## config.mk

```make
export PLATFORM = sky130hd
export DESIGN_NAME = mbx_fw_regfile
export DESIGN_NICKNAME = d
export VERILOG_FILES = /design/src/rtl/mbx_reg_pkg.sv /design/src/rtl/mbx_irq_bank.sv /design/src/rtl/mbx_ctrl_stat.sv /design/src/rtl/mbx_cfg_guard.sv /design/src/rtl/mbx_fw_regfile.sv
export SDC_FILE = /design/constraint.sdc
export NUM_CORES = 1
export LEC_CHECK = 0
export CORE_ASPECT_RATIO = 1.1
export CORE_MARGIN = 5
export CORE_UTILIZATION = 46
export CTS_BUF_LIST = sky130_fd_sc_hd__clkbuf_8 sky130_fd_sc_hd__clkbuf_16
export CTS_CLUSTER_DIAMETER = 100
export DETAILED_ROUTE_END_ITERATION = 7
export PLACE_DENSITY = 0.91
export REMOVE_ABC_BUFFERS = 1
export SETUP_SLACK_MARGIN = 0.05
export SLEW_MARGIN = 10
export SYNTH_ARGS = -nofsm -noshare
export SYNTH_HDL_FRONTEND = slang
export SYNTH_SLANG_ARGS = --single-unit
```

## constraint.sdc

```tcl
create_clock -name clk_i -period 2.35 [get_ports clk_i]
set_clock_uncertainty 0.15 [all_clocks]
set_input_delay 0.3525 -clock clk_i [delete_from_list [all_inputs] [get_ports clk_i]]
set_output_delay 0.3525 -clock clk_i [all_outputs]
set_load 0.02 [all_outputs]
```

## src/rtl/mbx_reg_pkg.sv

```systemverilog
package mbx_reg_pkg;
  localparam int ADDR_W  = 6;
  localparam int DATA_W  = 32;
  localparam int IRQ_N   = 3;
  localparam int LOCK_W  = 4;
  localparam int STAT_N  = 4;
  localparam int CFG_N   = 4;
  localparam int ALIGN_B = 2;

  localparam logic [LOCK_W-1:0] LOCK_OPEN = 4'h6;

  localparam logic [ADDR_W-1:0] OFF_IRQ_PEND = 6'h00;
  localparam logic [ADDR_W-1:0] OFF_IRQ_EN   = 6'h04;
  localparam logic [ADDR_W-1:0] OFF_IRQ_FRC  = 6'h08;
  localparam logic [ADDR_W-1:0] OFF_CTRL     = 6'h0C;
  localparam logic [ADDR_W-1:0] OFF_STATUS   = 6'h10;
  localparam logic [ADDR_W-1:0] OFF_LOCK     = 6'h14;
  localparam logic [ADDR_W-1:0] OFF_RANGE    = 6'h18;
  localparam logic [ADDR_W-1:0] OFF_CFG0     = 6'h1C;

  // control word bit positions
  localparam int CTRL_ABORT = 0;
  localparam int CTRL_ERROR = 1;
  localparam int CTRL_ASYNC = 3;

  typedef enum logic [1:0] {
    EVT_READY = 2'd0,
    EVT_ABORT = 2'd1,
    EVT_ERROR = 2'd2
  } evt_idx_e;
endpackage

```

## src/rtl/mbx_irq_bank.sv

```systemverilog
module mbx_irq_bank #(
  parameter int N = 3
) (
  input  logic         clk_i,
  input  logic         rst_ni,
  input  logic [N-1:0] evt_i,
  input  logic         pend_wr_i,
  input  logic         en_wr_i,
  input  logic         frc_wr_i,
  input  logic [N-1:0] wdata_i,
  output logic [N-1:0] pend_o,
  output logic [N-1:0] en_o,
  output logic         irq_o
);
  logic [N-1:0] pend_q, pend_d;
  logic [N-1:0] en_q, en_d;
  logic [N-1:0] clr_mask, set_mask;

  always_comb begin
    clr_mask = pend_wr_i ? wdata_i : '0;
    set_mask = evt_i | (frc_wr_i ? wdata_i : '0);
    // sets are applied after clears so a colliding event survives
    pend_d   = (pend_q & ~clr_mask) | set_mask;
    en_d     = en_q;
    if (en_wr_i) en_d = wdata_i;
  end

  always_ff @(posedge clk_i or negedge rst_ni) begin
    if (!rst_ni) begin
      pend_q <= '0;
      en_q   <= '0;
    end else begin
      pend_q <= pend_d;
      if (en_wr_i) en_q <= en_d;
    end
  end

  assign pend_o = pend_q;
  assign en_o   = en_q;
  assign irq_o  = |(pend_q & en_q);
endmodule

```

## src/rtl/mbx_ctrl_stat.sv

```systemverilog
module mbx_ctrl_stat
  import mbx_reg_pkg::*;
#(
  parameter int SN = STAT_N
) (
  input  logic          clk_i,
  input  logic          rst_ni,
  input  logic          ctrl_wr_i,
  input  logic [3:0]    wdata_i,
  input  logic          sys_abort_i,
  input  logic          sys_bad_access_i,
  input  logic [SN-1:0] sys_flags_i,
  output logic          abort_o,
  output logic          error_o,
  output logic          async_o,
  output logic [SN-1:0] status_o
);
  localparam logic [SN-1:0] STAT_RST = SN'(1);

  logic          abort_q, abort_d;
  logic          error_q, error_d;
  logic          async_q, async_d;
  logic [SN-1:0] stat_q;

  always_comb begin
    abort_d = abort_q;
    error_d = error_q;
    if (ctrl_wr_i) begin
      abort_d = wdata_i[CTRL_ABORT];
      error_d = wdata_i[CTRL_ERROR];
    end
    if (sys_bad_access_i) error_d = 1'b1;
    if (sys_abort_i)      error_d = 1'b0;
    async_d = ctrl_wr_i & wdata_i[CTRL_ASYNC];
  end

  always_ff @(posedge clk_i or negedge rst_ni) begin
    if (!rst_ni) begin
      abort_q <= 1'b0;
      error_q <= 1'b0;
      async_q <= 1'b0;
      stat_q  <= STAT_RST;
    end else begin
      if (ctrl_wr_i) abort_q <= abort_d;
      error_q <= error_d;
      async_q <= async_d;
      stat_q  <= sys_flags_i;
    end
  end

  assign abort_o  = abort_q;
  assign error_o  = error_q;
  assign async_o  = async_q;
  assign status_o = stat_q;
endmodule

```

## src/rtl/mbx_cfg_guard.sv

```systemverilog
module mbx_cfg_guard
  import mbx_reg_pkg::*;
#(
  parameter int NW = CFG_N,
  parameter int AW = ADDR_W,
  parameter int DW = DATA_W
) (
  input  logic                  clk_i,
  input  logic                  rst_ni,
  input  logic                  wr_i,
  input  logic [AW-1:0]         addr_i,
  input  logic [DW-1:0]         wdata_i,
  output logic [LOCK_W-1:0]     lock_o,
  output logic                  unlocked_o,
  output logic                  range_valid_o,
  output logic [NW-1:0][DW-1:0] cfg_o
);
  localparam int KEEP_W = DW - ALIGN_B;

  logic [LOCK_W-1:0] lock_q, lock_d;
  logic              lock_wr, range_wr;
  logic              range_q, range_d;
  logic              unlocked;

  assign unlocked = (lock_q == LOCK_OPEN);
  assign lock_wr  = wr_i && (addr_i == OFF_LOCK);
  assign range_wr = wr_i && (addr_i == OFF_RANGE);

  always_comb begin
    lock_d  = lock_q & wdata_i[LOCK_W-1:0];
    range_d = wdata_i[0];
  end

  always_ff @(posedge clk_i or negedge rst_ni) begin
    if (!rst_ni) begin
      lock_q  <= LOCK_OPEN;
      range_q <= 1'b0;
    end else begin
      if (lock_wr)  lock_q  <= lock_d;
      if (range_wr) range_q <= range_d;
    end
  end

  for (genvar g = 0; g < NW; g++) begin : g_win
    logic [KEEP_W-1:0] win_q, win_d;
    logic              win_wr;

    assign win_wr = wr_i && unlocked && (addr_i == OFF_CFG0 + AW'(4 * g));

    always_comb win_d = wdata_i[DW-1:ALIGN_B];

    always_ff @(posedge clk_i or negedge rst_ni) begin
      if (!rst_ni)     win_q <= '0;
      else if (win_wr) win_q <= win_d;
    end

    assign cfg_o[g] = {win_q, {ALIGN_B{1'b0}}};
  end

  assign lock_o        = lock_q;
  assign unlocked_o    = unlocked;
  assign range_valid_o = range_q;
endmodule

```

## src/rtl/mbx_fw_regfile.sv

```systemverilog
module mbx_fw_regfile
  import mbx_reg_pkg::*;
(
  input  logic              clk_i,
  input  logic              rst_ni,
  input  logic              reg_wr_i,
  input  logic [ADDR_W-1:0] reg_addr_i,
  input  logic [DATA_W-1:0] reg_wdata_i,
  output logic [DATA_W-1:0] reg_rdata_o,
  input  logic [IRQ_N-1:0]  hw_evt_i,
  input  logic              sys_abort_i,
  input  logic              sys_bad_access_i,
  input  logic              sys_busy_i,
  input  logic              sys_intr_status_i,
  input  logic              sys_intr_en_i,
  input  logic              sys_async_en_i,
  output logic              irq_o,
  output logic              cfg_unlocked_o,
  output logic              range_valid_o,
  output logic              async_req_o,
  output logic [DATA_W-1:0] ib_base_o,
  output logic [DATA_W-1:0] ib_limit_o,
  output logic [DATA_W-1:0] ob_base_o,
  output logic [DATA_W-1:0] ob_limit_o
);
  logic [IRQ_N-1:0]             irq_pend, irq_en;
  logic                         ctrl_abort, ctrl_error;
  logic [STAT_N-1:0]            status;
  logic [LOCK_W-1:0]            lock_val;
  logic [CFG_N-1:0][DATA_W-1:0] cfg;

  logic pend_wr, en_wr, frc_wr, ctrl_wr;
  assign pend_wr = reg_wr_i && (reg_addr_i == OFF_IRQ_PEND);
  assign en_wr   = reg_wr_i && (reg_addr_i == OFF_IRQ_EN);
  assign frc_wr  = reg_wr_i && (reg_addr_i == OFF_IRQ_FRC);
  assign ctrl_wr = reg_wr_i && (reg_addr_i == OFF_CTRL);

  mbx_irq_bank #(.N(IRQ_N)) u_irq (
    .clk_i     (clk_i),
    .rst_ni    (rst_ni),
    .evt_i     (hw_evt_i),
    .pend_wr_i (pend_wr),
    .en_wr_i   (en_wr),
    .frc_wr_i  (frc_wr),
    .wdata_i   (reg_wdata_i[IRQ_N-1:0]),
    .pend_o    (irq_pend),
    .en_o      (irq_en),
    .irq_o     (irq_o)
  );

  mbx_ctrl_stat #(.SN(STAT_N)) u_ctrl (
    .clk_i            (clk_i),
    .rst_ni           (rst_ni),
    .ctrl_wr_i        (ctrl_wr),
    .wdata_i          (reg_wdata_i[3:0]),
    .sys_abort_i      (sys_abort_i),
    .sys_bad_access_i (sys_bad_access_i),
    .sys_flags_i      ({sys_async_en_i, sys_intr_en_i, sys_intr_status_i, sys_busy_i}),
    .abort_o          (ctrl_abort),
    .error_o          (ctrl_error),
    .async_o          (async_req_o),
    .status_o         (status)
  );

  mbx_cfg_guard #(.NW(CFG_N), .AW(ADDR_W), .DW(DATA_W)) u_cfg (
    .clk_i         (clk_i),
    .rst_ni        (rst_ni),
    .wr_i          (reg_wr_i),
    .addr_i        (reg_addr_i),
    .wdata_i       (reg_wdata_i),
    .lock_o        (lock_val),
    .unlocked_o    (cfg_unlocked_o),
    .range_valid_o (range_valid_o),
    .cfg_o         (cfg)
  );

  assign ib_base_o  = cfg[0];
  assign ib_limit_o = cfg[1];
  assign ob_base_o  = cfg[2];
  assign ob_limit_o = cfg[3];

  always_comb begin
    reg_rdata_o = '0;
    unique case (reg_addr_i)
      OFF_IRQ_PEND: reg_rdata_o[IRQ_N-1:0]  = irq_pend;
      OFF_IRQ_EN:   reg_rdata_o[IRQ_N-1:0]  = irq_en;
      OFF_CTRL: begin
        reg_rdata_o[CTRL_ABORT] = ctrl_abort;
        reg_rdata_o[CTRL_ERROR] = ctrl_error;
      end
      OFF_STATUS:   reg_rdata_o[STAT_N-1:0] = status;
      OFF_LOCK:     reg_rdata_o[LOCK_W-1:0] = lock_val;
      OFF_RANGE:    reg_rdata_o[0]          = range_valid_o;
      default: begin
        for (int k = 0; k < CFG_N; k++) begin
          if (reg_addr_i == OFF_CFG0 + ADDR_W'(4 * k)) reg_rdata_o = cfg[k];
        end
      end
    endcase
  end
endmodule

```

==> results of run 1 <==
## routing by layer
layer,part of all wire [%],track usage (%),up-vias
met4,3.1,9.527,0
met2,51,44.39,309
met5,0,0,-
li1,-,-,2238
met1,37,31.59,2633
met3,8.7,7.387,54
## registers in the layout, summed over array words and instances (netlist names)
signal	count
u_irq.pend_o	3
u_cfg.lock_o	4
u_cfg.range_valid_o	1
u_ctrl.async_o	1
u_irq.en_o	3
u_ctrl.abort_o	1
u_ctrl.error_o	1
u_cfg.g_win.win_q	120
u_ctrl.status_o	4
## power by group through the flow
stage	clock network, mW	registers, mW	logic [mW]
2_1_floorplan	0	2.45	0.0774
3_3_place_gp	0	2.45	0.316
3_5_place_dp	0	2.45	0.325
4_1_cts	2.66	2.41	0.340
5_1_grt	2.77	2.41	0.386
6_report	2.63	2.41	0.362
## cells in the final DEF (no fill, tap or decap), types with 4 or more instances in the layout
cell type	count
sky130_fd_sc_hd__clkdlybuf4s50_1	164
sky130_fd_sc_hd__dfrtp_1	135
sky130_fd_sc_hd__mux2_2	94
sky130_fd_sc_hd__buf_4	70
sky130_fd_sc_hd__mux2_4	30
sky130_fd_sc_hd__nor2_1	29
sky130_fd_sc_hd__a222oi_1	28
sky130_fd_sc_hd__a21oi_1	26
sky130_fd_sc_hd__clkbuf_16	18
sky130_fd_sc_hd__buf_6	13
sky130_fd_sc_hd__buf_12	11
sky130_fd_sc_hd__conb_1	8
sky130_fd_sc_hd__nand3_1	7
sky130_fd_sc_hd__nand2_1	6
sky130_fd_sc_hd__inv_1	5
sky130_fd_sc_hd__clkinv_2	5
sky130_fd_sc_hd__o21a_1	4
sky130_fd_sc_hd__buf_16	4
## per-stage QoR
stage,cells,util (%)
after floorplan,426,-
after CTS,906,71.96
after detailed placement,862,65.86
after global routing,913,72.94
final,913,72.94
after global placement,862,65.86
## worst max-delay path by stage
stage	startpoint	end	slack, ns
floorplan	u_cfg.lock_o[1]$_DFFE_PN1P_	u_cfg.g_win[0].win_q[0]$_DFFE_PN0P_	-0.54
global placement	reg_addr_i[3]	reg_rdata_o[31]	-0.83
detailed placement	reg_addr_i[2]	reg_rdata_o[21]	-0.89
CTS	reg_addr_i[1]	reg_rdata_o[21]	-0.06
global route	reg_addr_i[1]	reg_rdata_o[3]	-0.15
finish	reg_addr_i[1]	reg_rdata_o[3]	-0.08
## final cells by class
cell class	count	area share, %
well taps	184	2.369
clock inverters	13	1.416
inverters	1	0.03862
repair buffers	272	28.26
multi-input cells	287	27.82
flip-flops and latches	138	35.57
clock buffers	18	4.519
## repair_timing
action,in CTS,in global routing
pin swaps,41,23
hold buffers,1,0
setup endpoints to repair,35,32
hold endpoints to repair,36,0
resized for setup,216,23
buffers inserted,7,7
gates cloned,5,1
## logic make-up after synthesis
group | after synthesis | share of synthesized area [%]
buf+inv | 41 | 4.259
compound gates | 80 | 9.713
flops | 138 | 55.00
other cells | 1 | 0.05966
mux | 126 | 24.34
simple gates | 71 | 6.350
xor+xnor | 2 | 0.2787
## critical path, cell delays in order
cell	delay, ns
sky130_fd_sc_hd__buf_6	0.09
sky130_fd_sc_hd__or4_4	0.56
sky130_fd_sc_hd__nor2_4	0.15
sky130_fd_sc_hd__buf_12	0.15
sky130_fd_sc_hd__buf_12	0.10
sky130_fd_sc_hd__a221oi_1	0.06
sky130_fd_sc_hd__o31ai_1	0.26
sky130_fd_sc_hd__buf_4	0.20
==> PnR_summary.wiki, run 1 <==
{| class="wikitable"
! Metric !! Value
|-
| Status || complete, but fails checks
|-
| Failing checks || setup timing
|-
| ANT cells || 0
|-
| Worst reg-to-reg path cell count || 5
|-
| Initial DRC Count || 565
|-
| Starting density of the core || 47.18%
|-
| Area post-placement || 8775 µm²
|-
| DIE AREA || 16110 µm²
|-
| Distinct cells, synth || 46
|-
| Setup slack of the critical path after layout || -0.08321 ns
|-
| DRC violations left || 0
|-
| Number of H-tree branching levels || 4
|-
| Fraction of final layout cells with drive strength greater than 1 || 39.09%
|-
| Worst slack, placed || -0.8926 ns
|-
| Sequential area share after synthesis || 55.00%
|-
| CTS clk-pin slew, worst paths || 0.06 ns
|-
| Sum of negative setup slack || -0.6222 ns
|-
| Number of CTS-inserted buffers || 17
|-
| Number of max-cap violations || 0
|-
| Type of the tightest min-delay check || in -> reg
|-
| Net switching power figure || 1.178 mW
|-
| Static leakage || 4.700 nW
|-
| Clock tree root buffer cell || sky130_fd_sc_hd__clkbuf_16
|-
| Sequential share of power || 44.6%
|-
| Proportion of synthesized flip-flops having asynchronous set or reset || 100.0%
|-
| Pwr Density || 555.9 nW/µm²
|-
| Layout overhead on the synthesized area || 54.60%
|-
| DP HPWL || 14.15 mm
|-
| Source of the worst register-to-register timing path || u_cfg.lock_o[1]$_DFFE_PN1P_
|-
| Portion of total power attributed to the clock network || 48.7%
|-
| Post-detailed-route wirelength per cell || 23.52 µm
|-
| Endpoints failing setup || 13
|-
| Wire length of the first global-routing pass || 32.61 mm
|-
| Area taken by flip-flops and latches || 3457 µm²
|-
| Post-route fraction of the period consumed by the critical path || 103.5%
|-
| Synth area leader || sky130_fd_sc_hd__dfrtp_1
|-
| Hold_ws || 0.2202 ns
|-
| Worst-path fanout max || 4
|-
| Synth Area per Inst || 13.70 µm²
|-
| Sw frac || 21.81%
|-
| All-layer global routing usage || 26.14%
|-
| Count of input and output buffers || 205
|-
| Slack of the worst reg-to-reg path || 0.22 ns
|-
| Category of the critical setup timing path || in -> out
|-
| Maximum clock frequency || 411.0 MHz
|-
| Post-layout min period || 2.433 ns
|-
| Hold Startpoint || sys_busy_i
|-
| Count of clock tree sinks || 138
|-
| Cell-internal power || 4.224 mW
|-
| Hold EP || u_ctrl.status_o[0]$_DFF_PN1_
|-
| Most frequent cells after synthesis || sky130_fd_sc_hd__dfrtp_1, sky130_fd_sc_hd__mux2_2, sky130_fd_sc_hd__mux2_4, sky130_fd_sc_hd__nor2_1
|-
| Post-DRT Antenna Nets || 0
|-
| Horizontal die dimension || 121.5 µm
|-
| Post-synth design cell area || 6286 µm²
|-
| Yosys warning count || 0
|-
| Number of synthesized flops with an enable pin || 0
|-
| Final-report hold violation count || 0
|-
| Vias in the first global route || 5634
|-
| Number of fill cells || 870
|-
| Clock latency on the worst-skew pair || 0.41 ns
|-
| Worst hold path cell count || 1
|-
| Peak VDD IR || 0.0004844 V
|-
| Number of antenna violations at the first check in global routing || 0
|-
| Reg2Reg Capture Point || u_cfg.g_win[3].win_q[26]$_DFFE_PN0P_
|-
| Top-area cell type share of the netlist area || 53.74%
|-
| Max Slew Vio Count || 0
|-
| Chip height || 132.6 µm
|-
| Final weighted congestion of routability-driven global placement || 0.9700
|-
| TritonCTS clock tree || built
|-
| Instance count of the mapped netlist || 459
|-
| Final net count || 767
|-
| RSZ-0062 raised after global routing || true
|-
| Number of vias per cell || 5.733
|-
| Pin count of the biggest net entering global routing || 65
|-
| Most frequently used cell type in the post-synthesis netlist || sky130_fd_sc_hd__dfrtp_1
|-
| Critical path capture point type || primary output
|-
| Part of the power in combinational logic || 6.7%
|-
| Maximum number of buffers from clock root to sink || 2
|-
| Power consumption || 5.403 mW
|-
| Total overflow reported by the global router || 0
|-
| Number of detailed-route iterations in the first pass || 6
|-
| Flip-flop and latch count after synthesis || 138
|-
| Number of placement rows || 44
|-
| Final cell area excluding filler cells || 9718 µm²
|-
| DR vias || 5234
|-
| Area contributors post-synth || sky130_fd_sc_hd__dfrtp_1, sky130_fd_sc_hd__mux2_2, sky130_fd_sc_hd__mux2_4
|-
| Multi-input gate area in the final layout || 2704 µm²
|-
| Core Box Area || 13320 µm²
|-
| Prevailing post-synth register cell || sky130_fd_sc_hd__dfrtp_1
|-
| Final WL || 21.48 mm
|-
| Number of I/O pins || 214
|-
| Element type at the critical path start || input port
|-
| Critical path data required time || 1.85 ns
|-
| Crit path DAT || 1.93 ns
|}
Note: power is estimated with default switching activity, not from simulation.
==> inputs of run 2 (changes only) <==
--- a/config.mk
+++ b/config.mk
@@ -18,3 +18,4 @@
 export SYNTH_ARGS = -nofsm -noshare
 export SYNTH_HDL_FRONTEND = slang
 export SYNTH_SLANG_ARGS = --single-unit
+export TNS_END_PERCENT = 100
==> results of run 2 <==
Same layout as run 1: the final DEF is identical, and so are final timing and power.
==> inputs of run 3 (changes only) <==
--- a/config.mk
+++ b/config.mk
@@ -11,6 +11,7 @@
 export CTS_BUF_LIST = sky130_fd_sc_hd__clkbuf_8 sky130_fd_sc_hd__clkbuf_16
 export CTS_CLUSTER_DIAMETER = 100
 export DETAILED_ROUTE_END_ITERATION = 7
+export MAX_ROUTING_LAYER = met4
 export PLACE_DENSITY = 0.91
 export REMOVE_ABC_BUFFERS = 1
 export SETUP_SLACK_MARGIN = 0.05
==> PnR_summary.wiki, run 3 (same netlist as run 1, synthesis figures left out) <==
{| class="wikitable"
! Metric !! Value
|-
| Status || complete, but fails checks (unchanged)
|-
| Failing checks || setup timing (unchanged)
|-
| Number of H-tree branching levels || 4 (unchanged)
|-
| Final net count || 760 (was 767)
|-
| Total overflow reported by the global router || 0 (unchanged)
|-
| Layout overhead on the synthesized area || 51.17% (was 54.60%)
|-
| Count of input and output buffers || 205 (unchanged)
|-
| Source of the worst register-to-register timing path || u_cfg.lock_o[1]$_DFFE_PN1P_ (unchanged)
|-
| Number of detailed-route iterations in the first pass || 5 (was 6)
|-
| Pwr Density || 565.4 nW/µm² (was 555.9 nW/µm²)
|-
| Starting density of the core || 47.18% (unchanged)
|-
| Wire length of the first global-routing pass || 31.78 mm (was 32.61 mm)
|-
| Maximum number of buffers from clock root to sink || 2 (unchanged)
|-
| Number of CTS-inserted buffers || 17 (unchanged)
|-
| Max Slew Vio Count || 0 (unchanged)
|-
| Critical path capture point type || primary output (unchanged)
|-
| Maximum clock frequency || 420.0 MHz (was 411.0 MHz)
|-
| Final Core Density || 71.33% (was 72.94%)
|-
| Launch point of the critical path || reg_addr_i[0] (was reg_addr_i[1])
|-
| DR vias || 5101 (was 5234)
|-
| Clock latency on the worst-skew pair || 0.41 ns (about the same)
|-
| Most common library cell in the layout ignoring fill and taps || sky130_fd_sc_hd__clkdlybuf4s50_1 (unchanged)
|-
| Count of clock tree sinks || 138 (unchanged)
|-
| Horizontal die dimension || 121.5 µm (unchanged)
|-
| Slack of the worst reg-to-reg path || 0.18 ns (was 0.22 ns)
|-
| Final weighted congestion of routability-driven global placement || 0.9752 (was 0.9700)
|-
| Crit path DAT || 1.88 ns (was 1.93 ns)
|-
| Number of I/O pins || 214 (unchanged)
|-
| Critical path data required time || 1.85 ns (about the same)
|-
| Hold_ws || 0.2099 ns (was 0.2202 ns)
|-
| Clock tree root buffer cell || sky130_fd_sc_hd__clkbuf_16 (unchanged)
|-
| Pin count of the biggest net entering global routing || 65 (unchanged)
|-
| Dpl cells || 868 (was 862)
|-
| Commonest cells after routing, fill and taps aside || sky130_fd_sc_hd__clkdlybuf4s50_1, sky130_fd_sc_hd__dfrtp_1, sky130_fd_sc_hd__mux2_2, sky130_fd_sc_hd__buf_4 (was sky130_fd_sc_hd__clkdlybuf4s50_1, sky130_fd_sc_hd__dfrtp_1, sky130_fd_sc_hd__mux2_2, sky130_fd_sc_hd__buf_4, sky130_fd_sc_hd__mux2_4)
|-
| Worst reg-to-reg path cell count || 5 (unchanged)
|-
| Worst slack, placed || -0.9843 ns (was -0.8926 ns)
|-
| Type of the tightest min-delay check || in -> reg (unchanged)
|-
| Core Box Area || 13320 µm² (unchanged)
|-
| Final WL || 20.33 mm (was 21.48 mm)
|-
| DP HPWL || 14.25 mm (was 14.15 mm)
|-
| Worst Setup EP || reg_rdata_o[25] (was reg_rdata_o[3])
|-
| All-layer global routing usage || 26.19% (was 26.14%)
|-
| Fraction of final layout cells with drive strength greater than 1 || 37.07% (was 39.09%)
|-
| Post-route non-filler standard cell count || 907 (was 913)
|-
| Peak VDD IR || 0.0004526 V (was 0.0004844 V)
|-
| Initial DRC Count || 578 (was 565)
|-
| Static leakage || 4.625 nW (was 4.700 nW)
|-
| Final cell area excluding filler cells || 9503 µm² (was 9718 µm²)
|-
| RSZ-0062 raised after global routing || true (unchanged)
|-
| Number of max-cap violations || 0 (unchanged)
|-
| Category of the critical setup timing path || in -> out (unchanged)
|-
| Area post-placement || 8807 µm² (was 8775 µm²)
|-
| ANT cells || 0 (unchanged)
|-
| DIE AREA || 16110 µm² (unchanged)
|-
| Element type at the critical path start || input port (unchanged)
|-
| Number of antenna violations at the first check in global routing || 0 (unchanged)
|-
| Post-DRT Antenna Nets || 0 (unchanged)
|-
| Number of placement rows || 44 (unchanged)
|-
| Endpoints failing setup || 2 (was 13)
|-
| Reg2Reg Capture Point || u_cfg.g_win[3].win_q[24]$_DFFE_PN0P_ (was u_cfg.g_win[3].win_q[26]$_DFFE_PN0P_)
|-
| Worst-path fanout max || 7 (was 4)
|-
| Most flops, register || u_cfg.g_win.win_q (unchanged)
|-
| Power consumption || 5.373 mW (was 5.403 mW)
|-
| Chip height || 132.6 µm (unchanged)
|-
| Vias in the first global route || 5458 (was 5634)
|-
| CTS clk-pin slew, worst paths || 0.05 ns (was 0.06 ns)
|-
| Sum of negative setup slack || -0.06091 ns (was -0.6222 ns)
|-
| Post-detailed-route wirelength per cell || 22.41 µm (was 23.52 µm)
|-
| Number of vias per cell || 5.624 (was 5.733)
|-
| DRC violations left || 0 (unchanged)
|-
| Setup slack of the critical path after layout || -0.03123 ns (was -0.08321 ns)
|-
| Final-report hold violation count || 0 (unchanged)
|-
| Post-layout min period || 2.381 ns (was 2.433 ns)
|-
| Post-route fraction of the period consumed by the critical path || 101.3% (was 103.5%)
|-
| Flip-flop count of the largest register, all copies and words added || 120 (unchanged)
|-
| TritonCTS clock tree || built (unchanged)
|}
-- run 3: changes by cell type in the layout (fill, tap and decap cells not counted), sizes merged, moves of 2 or more --
cell           change
buf                -6
clkbuf             +2
clkdlybuf4s15      +2
clkinv             -5
inv                +4
-- run 3: layer usage --
metal  share of wire, %  GRT usage, %  routed length (µm)
met1                 39         31.47                7969
met2                 51         42.49               10430
met3                6.8         5.850                1374
met4                2.7         11.02                 554
met5                  0             -                   0
-- run 3: critical path: stages --
cell	delay (ns)
sky130_fd_sc_hd__buf_8	0.10
sky130_fd_sc_hd__or4_4	0.55
sky130_fd_sc_hd__nor2_4	0.12
sky130_fd_sc_hd__buf_12	0.14
sky130_fd_sc_hd__buf_8	0.12
sky130_fd_sc_hd__a222oi_1	0.09
sky130_fd_sc_hd__a21oi_1	0.21
sky130_fd_sc_hd__buf_4	0.18
-- run 3: how the worst min path moves through the flow --
stage                    start                                   end  slack, ns  depth (start not counted)
floorplan               rst_ni   u_cfg.g_win[0].win_q[0]$_DFFE_PN0P_      -0.09                          0
CTS                 sys_busy_i          u_ctrl.status_o[0]$_DFF_PN1_       0.19                          1
global route        sys_busy_i          u_ctrl.status_o[0]$_DFF_PN1_       0.19                          1
finish              sys_busy_i          u_ctrl.status_o[0]$_DFF_PN1_       0.21                          1
global placement        rst_ni  u_cfg.g_win[1].win_q[10]$_DFFE_PN0P_       0.12                          1
detailed placement      rst_ni  u_cfg.g_win[1].win_q[10]$_DFFE_PN0P_       0.12                          1
-- run 3: cell type report --
cell class / instances / area (µm²)
timing repair buffer: 265 / 2580
inverter: 1 / 3.754
sequential: 138 / 3457
clock buffer: 22 / 494.2
tap: 184 / 230.2
fill: 936 / 3820
clock inverter: 10 / 90.09
multi-input combinational: 287 / 2648
-- run 3: repair_timing --
item                                   in CTS  in global routing
endpoints found under the hold margin      36                  0
gates cloned                                3                  0
hold buffers                                1                  0
pin swaps                                  20                 18
gates resized for setup                   206                 18
buffers inserted                            3                  0
setup endpoints to repair                  49                 33
-- run 3: where the power goes --
group | total [mW] | internal [mW] | switching, mW
sequential | 2.41 | 2.40 | 0.0136
combinational | 0.337 | 0.156 | 0.181
clock | 2.63 | 1.67 | 0.955
total | 5.37 | 4.22 | 1.15
